File: src/rtl/icache_reloader.sv
module icache_reloader #(
  parameter int ADDR_W = 12,
  parameter int DATA_W = 32,
  parameter int SETS   = 16
) (
  input  logic              clk,
  input  logic              rst_n,
  input  logic              flush_all,
  input  logic              fetch_req,
  input  logic [ADDR_W-1:0] fetch_addr,
  output logic              fetch_hit,
  output logic [DATA_W-1:0] fetch_rdata,
  input  logic              dmem_pending,
  output logic              mem_req,
  output logic [ADDR_W-1:0] mem_addr,
  input  logic              mem_rvalid,
  input  logic [DATA_W-1:0] mem_rdata
);
  localparam int IDX_W = $clog2(SETS);
  localparam int TAG_W = ADDR_W - 2 - IDX_W;
  localparam int LINES = SETS * 4;

  typedef enum logic [1:0] {S_IDLE, S_ISSUE, S_WAIT} state_t;

  logic [TAG_W-1:0]  tag_q  [SETS];
  logic [3:0]        vld_q  [SETS];
  logic [DATA_W-1:0] data_q [LINES];

  state_t            st;
  logic              squash_q;
  logic [TAG_W-1:0]  f_tag;
  logic [IDX_W-1:0]  f_set;
  logic [1:0]        f_off, f_start;

  logic [TAG_W-1:0]  in_tag;
  logic [IDX_W-1:0]  in_set;
  logic [1:0]        in_off;
  logic              tag_match, start_miss, accept;
  logic [3:0]        vld_now;
  logic [1:0]        nxt_off;
  logic              nxt_found;

  assign {in_tag, in_set, in_off} = fetch_addr;
  assign tag_match   = (tag_q[in_set] == in_tag);
  assign fetch_hit   = fetch_req && tag_match && vld_q[in_set][in_off];
  assign fetch_rdata = data_q[{in_set, in_off}];

  assign start_miss = (st == S_IDLE) && fetch_req && !fetch_hit && !dmem_pending && !flush_all;
  assign mem_req    = (st == S_ISSUE) && !dmem_pending && !flush_all;
  assign mem_addr   = {f_tag, f_set, f_off};
  assign accept     = (st == S_WAIT) && mem_rvalid && !squash_q && !flush_all;

  always_comb begin
    logic [1:0] cand;
    logic       stop;
    vld_now        = vld_q[f_set];
    vld_now[f_off] = 1'b1;
    nxt_off        = f_off;
    nxt_found      = 1'b0;
    stop           = 1'b0;
    for (int k = 1; k < 4; k++) begin
      cand = f_off + 2'(k);
      if (cand == f_start) stop = 1'b1;
      if (!stop && !nxt_found && !vld_now[cand]) begin
        nxt_found = 1'b1;
        nxt_off   = cand;
      end
    end
  end

  always_ff @(posedge clk or negedge rst_n) begin
    if (!rst_n) begin
      st       <= S_IDLE;
      squash_q <= 1'b0;
      f_tag    <= '0;
      f_set    <= '0;
      f_off    <= '0;
      f_start  <= '0;
    end else begin
      case (st)
        S_IDLE:
          if (start_miss) begin
            st      <= S_ISSUE;
            f_tag   <= in_tag;
            f_set   <= in_set;
            f_off   <= in_off;
            f_start <= in_off;
          end
        S_ISSUE:
          st <= (dmem_pending || flush_all) ? S_IDLE : S_WAIT;
        S_WAIT: begin
          if (flush_all) squash_q <= 1'b1;
          if (mem_rvalid) begin
            squash_q <= 1'b0;
            if (accept && nxt_found) begin
              st    <= S_ISSUE;
              f_off <= nxt_off;
            end else begin
              st <= S_IDLE;
            end
          end
        end
        default: st <= S_IDLE;
      endcase
    end
  end

  always_ff @(posedge clk or negedge rst_n) begin
    if (!rst_n) begin
      for (int i = 0; i < SETS; i++) vld_q[i] <= '0;
    end else if (flush_all) begin
      for (int i = 0; i < SETS; i++) vld_q[i] <= '0;
    end else if (start_miss && !tag_match) begin
      vld_q[in_set] <= '0;
    end else if (accept) begin
      vld_q[f_set][f_off] <= 1'b1;
    end
  end

  always_ff @(posedge clk) begin
    if (start_miss && !tag_match) tag_q[in_set] <= in_tag;
    if (accept) data_q[{f_set, f_off}] <= mem_rdata;
  end

  assert_first_word_R3: assert property (@(posedge clk) disable iff (!rst_n)
    start_miss |=> (mem_addr == $past(fetch_addr)));

  assert_single_outstanding_R4: assert property (@(posedge clk) disable iff (!rst_n)
    mem_req |=> !mem_req);

  assert_new_tag_clears_R5: assert property (@(posedge clk) disable iff (!rst_n)
    (start_miss && !tag_match && !flush_all) |=> (vld_q[$past(in_set)] == 4'b0000));

  assert_preempt_stops_R6: assert property (@(posedge clk) disable iff (!rst_n)
    ((st == S_ISSUE) && dmem_pending) |=> (st == S_IDLE));

  assert_no_redundant_fetch_R7: assert property (@(posedge clk) disable iff (!rst_n)
    mem_req |-> !vld_q[f_set][f_off]);

  assert_flush_no_hit_R8: assert property (@(posedge clk) disable iff (!rst_n)
    flush_all |=> !fetch_hit);
endmodule

File: config.mk
export PLATFORM = sky130hd
export DESIGN_NAME = icache_reloader
export DESIGN_NICKNAME = d
export VERILOG_FILES = /design/src/rtl/icache_reloader.sv
export SDC_FILE = /design/constraint.sdc
export NUM_CORES = 2
export LEC_CHECK = 0
export ABC_CLOCK_PERIOD_IN_PS = 3150
export BUFFER_PORTS_ARGS = -buffer_cell sky130_fd_sc_hd__buf_2
export CAP_MARGIN = 20
export CORE_ASPECT_RATIO = 0.6
export CORE_MARGIN = 10
export CORE_UTILIZATION = 30
export CTS_CLUSTER_DIAMETER = 50
export CTS_CLUSTER_SIZE = 20
export DETAILED_ROUTE_END_ITERATION = 10
export PLACE_DENSITY = 0.44
export SYNTH_ARGS = -nofsm -noshare
export SYNTH_HDL_FRONTEND = slang
export SYNTH_SLANG_ARGS = --single-unit
File: constraint.sdc
create_clock -name clk -period 3.15 [get_ports clk]
set_input_delay 0.315 -clock clk [delete_from_list [all_inputs] [get_ports clk]]
set_output_delay 0.315 -clock clk [all_outputs]
set_load 0.02 [all_outputs]
==> key figures <==
Floorplan
  • Core area: 286000 µm²
  • Initial Util: 30.1%
  • # IOs: 96
  • Die X-Extent: 712 µm
  • # rows: 152
  • Die area: 310000 µm²
  • Die height: 435 µm

Synthesis
  • Syn Inst Count: 3726
  • Mux contribution to synthesized area: a little under a fifth
  • Number of enable flip-flop cells after synthesis: 2144
  • Synth Area in Adders: 0.0581%
  • Post-synth top area share: 74.7%
  • Dominant synthesized flop cell: edfxtp_1
  • Distinct cells, synth: 68
  • Compound-gate portion of the synthesized area: 2.13%
  • Post-synthesis average cell area: 23.1 µm²
  • Largest family of logic cells by synthesized area: multiplexers
  • YS warnings: 0
  • Synth Area in Simple Gates: 1.40%
  • Number of synthesized register bits: 2225
  • Leading area contributor after synthesis: edfxtp_1
  • Ys async rst share: 3.64%
  • Area contributors post-synth: edfxtp_1, mux4_2, dfrtp_1
  • Post-synthesis xor/xnor area fraction: 0.122%
  • Post-Syn Area: 86200 µm²
  • Post-synthesis sequential area ratio: 77.0%
  • Syn_nets: 3780

Placed design
  • Port Buf Inserts: 95
  • Final HPWL DP: between 150000 and 200000 µm
  • GPL Wtd Cong: 0.761
  • Post-Place Cells: just under 8000

Timing
  • Hold Vio Cnt, Final: 0
  • Max_slew headroom: between 20% and 30%
  • Fmax: 288 MHz
  • Slew @ Worst Pin: 1.08 ns
  • Unrepaired setup endpoints after global routing: yes
  • Finish-stage setup viols: 25
  • Final WS setup: -0.328 ns
  • Tmin final: 3.48 ns
  • Fin. max-slew vios: 0
  • Final Skew: 0.0436 ns
  • Period utilization: 110%

Critical path
  • Crit start category: flip-flop
  • Critical path fanouts, max: 1
  • Data arrival time of the critical path: 3.16 ns
  • Endpoint type of the worst setup path: primary output
  • Reg2Reg Setup Slack: 0.13 ns
  • Setup crit start: data_q[49][27]
  • CP required: roughly 2.8 ns
  • Critical path class: flip-flop to primary output
  • FF-to-FF Start: tag_q[9][2]

Cells and area
  • FF+latch area: 66400 µm²
  • Layout cell share with drive strength beyond 1: between 30 and 40%
  • Footprint of the multi-input gates: 19600 µm²
  • Post-Layout Cell Count: between 8000 and 9000
  • Final core occ: 35.8%
  • Layout area overhead: 18.9%
  • Post-layout nets: 4326
  • Layout fillers: approximately 26000

Routing
  • Drt drc: 0
  • Vias per cell: 5.27
  • Drt total wl: 277000 µm
  • Initial drt markers: 5218
  • Antenna Nets Post-Route: 0
  • DR WL/cell: roughly 34 µm
  • Pre-antenna DRT Iters: 5
  • Vias: approximately 43000

Global route
  • Pin count of the biggest net entering global routing: 82
  • Initial antenna violation count: 19
  • Global-route wire length before repair: 374000 µm
  • GRT overflow: 0
  • Total track usage: 17.3%
  • Vias in the first global route: 41541

Pwr
  • Max VDD drop: between 0.0004 and 0.0005 V
  • PD cells: 573 nW/µm²
  • Leak pwr: around 32 nW

CTS
  • H-Tree Depth: 4
  • Number of clock sinks: 2225
  • Root Driver: clkbuf_16
  • TritonCTS clock tree: yes
  • Clock transition at the registers of the reported paths: 0.08 ns
  • Clk_lat worst skew: ~0.87 ns
  • Inserted Clock Buffers: 162
  • CTS max path bufs: 4

Run status
  • Status: finished, violations left
  • Failing checks: negative setup slack

Job
  • Maxcap violations: 0

Hold path
  • Hold Crit Class: primary input to flip-flop
  • HP Start: mem_rdata[22]
==> metrics by stage <==
step	setup TNS (ns)	hold slack, ns	setup slack, ns	instance area (µm²)	power (W)
2_1_floorplan	-416.77	0.0194	-0.267	86200	0.0355
3_3_place_gp	-1.14	0.493	-0.126	96200	0.0377
3_5_place_dp	-1.24	0.500	-0.120	96200	0.0377
4_1_cts	-6.30	0.107	-0.431	102000	0.0593
5_1_grt	-6.78	0.0104	-0.407	102000	0.0608
6_report	-3.79	0.0310	-0.328	102000	0.0588
==> logic make-up after synthesis <==
group | count (synthesis)
xor+xnor | 12
buf+inv | 215
fa+ha+maj | 4
simple gates | 260
mux | 766
compound gates | 244
flops | 2225
==> power breakdown <==
part / internal (W) / switching, W
Combinational: 0.00193 / 0.00275
Clock: 0.0106 / 0.0109
Sequential: 0.0324 / 0.0000717
==> synthesized netlist by cell type, types with 16 or more instances <==
cell and n:
a21oi_1 27, a22o_1 70, a22oi_1 45, buf_1 30, buf_2 80, clkbuf_1 88, dfrtp_1 81, edfxtp_1 2144
mux2_2 16, mux2i_1 110, mux4_2 630, nand2_1 34, nand3_1 16, nor2_1 135, o21ai_0 28, o22ai_1 19
==> layout make-up <==
| cell class | count | area share (%) |
|---|---|---|
| clock buffer | 171 | 4.01 |
| clock inverter | 90 | 0.988 |
| inverter | 6 | 0.0220 |
| timing repair buffer | 591 | 6.40 |
| sequential | 2225 | 64.8 |
| tap | 3850 | 4.70 |
| antenna | 4 | 0.00977 |
| multi-input combinational | 1286 | 19.1 |
==> final timing paths <==
check                             endpoint  depth (start not counted)
max                        fetch_rdata[27]                          4
min                         data_q[20][22]                          1
max reg2reg                      vld_q[22]                         11
min reg2reg                       f_tag[5]                          1
max in group asynchronous        vld_q[20]                          3
min in group asynchronous         f_tag[0]                          2
==> repair_timing <==
item,in CTS,in global routing
buffers inserted,1,0
pin swaps,24,13
gates cloned,0,0
hold buffers,11,19
endpoints found under the setup margin,33,42
endpoints found under the hold margin,191,280
resized for setup,91,22
==> worst max-delay path: stages, from the launching register on <==
cell	delay [ns]
edfxtp_1	0.38
mux4_2	0.47
mux4_2	0.59
mux4_2	0.67
buf_6	0.20
==> flip-flops by register name, indices dropped and copies added (netlist names) <==
signal / cells
data_q: 2048
f_off: 2
f_set: 4
f_start: 2
f_tag: 6
squash_q: 1
st: 2
tag_q: 96
vld_q: 64
==> layout by cell type (no fill, tap or decap), types with 27 or more instances in the layout <==
master and instances:
nand2_1 34, clkbuf_16 163, buf_12 163, buf_2 59, dlygate4sd3_1 30, nor2_1 64, mux4_2 630, buf_4 307
dfrtp_1 81, buf_6 27, edfxtp_1 2144, a22oi_1 37, a22o_1 70, nor2_4 65, mux2i_1 104
==> metal layers <==
| layer | vias to the layer above | wire length (µm) | global-route usage, % |
|---|---|---|---|
| met3 | 267 | 22400 | 3.56 |
| li1 | 17024 | - | - |
| met2 | 1698 | 115000 | 24.0 |
| met1 | 24318 | 135000 | 28.0 |
| met5 | - | 34 | 0 |
| met4 | 6 | 4360 | 2.73 |
(Power assumes the default switching activity.)
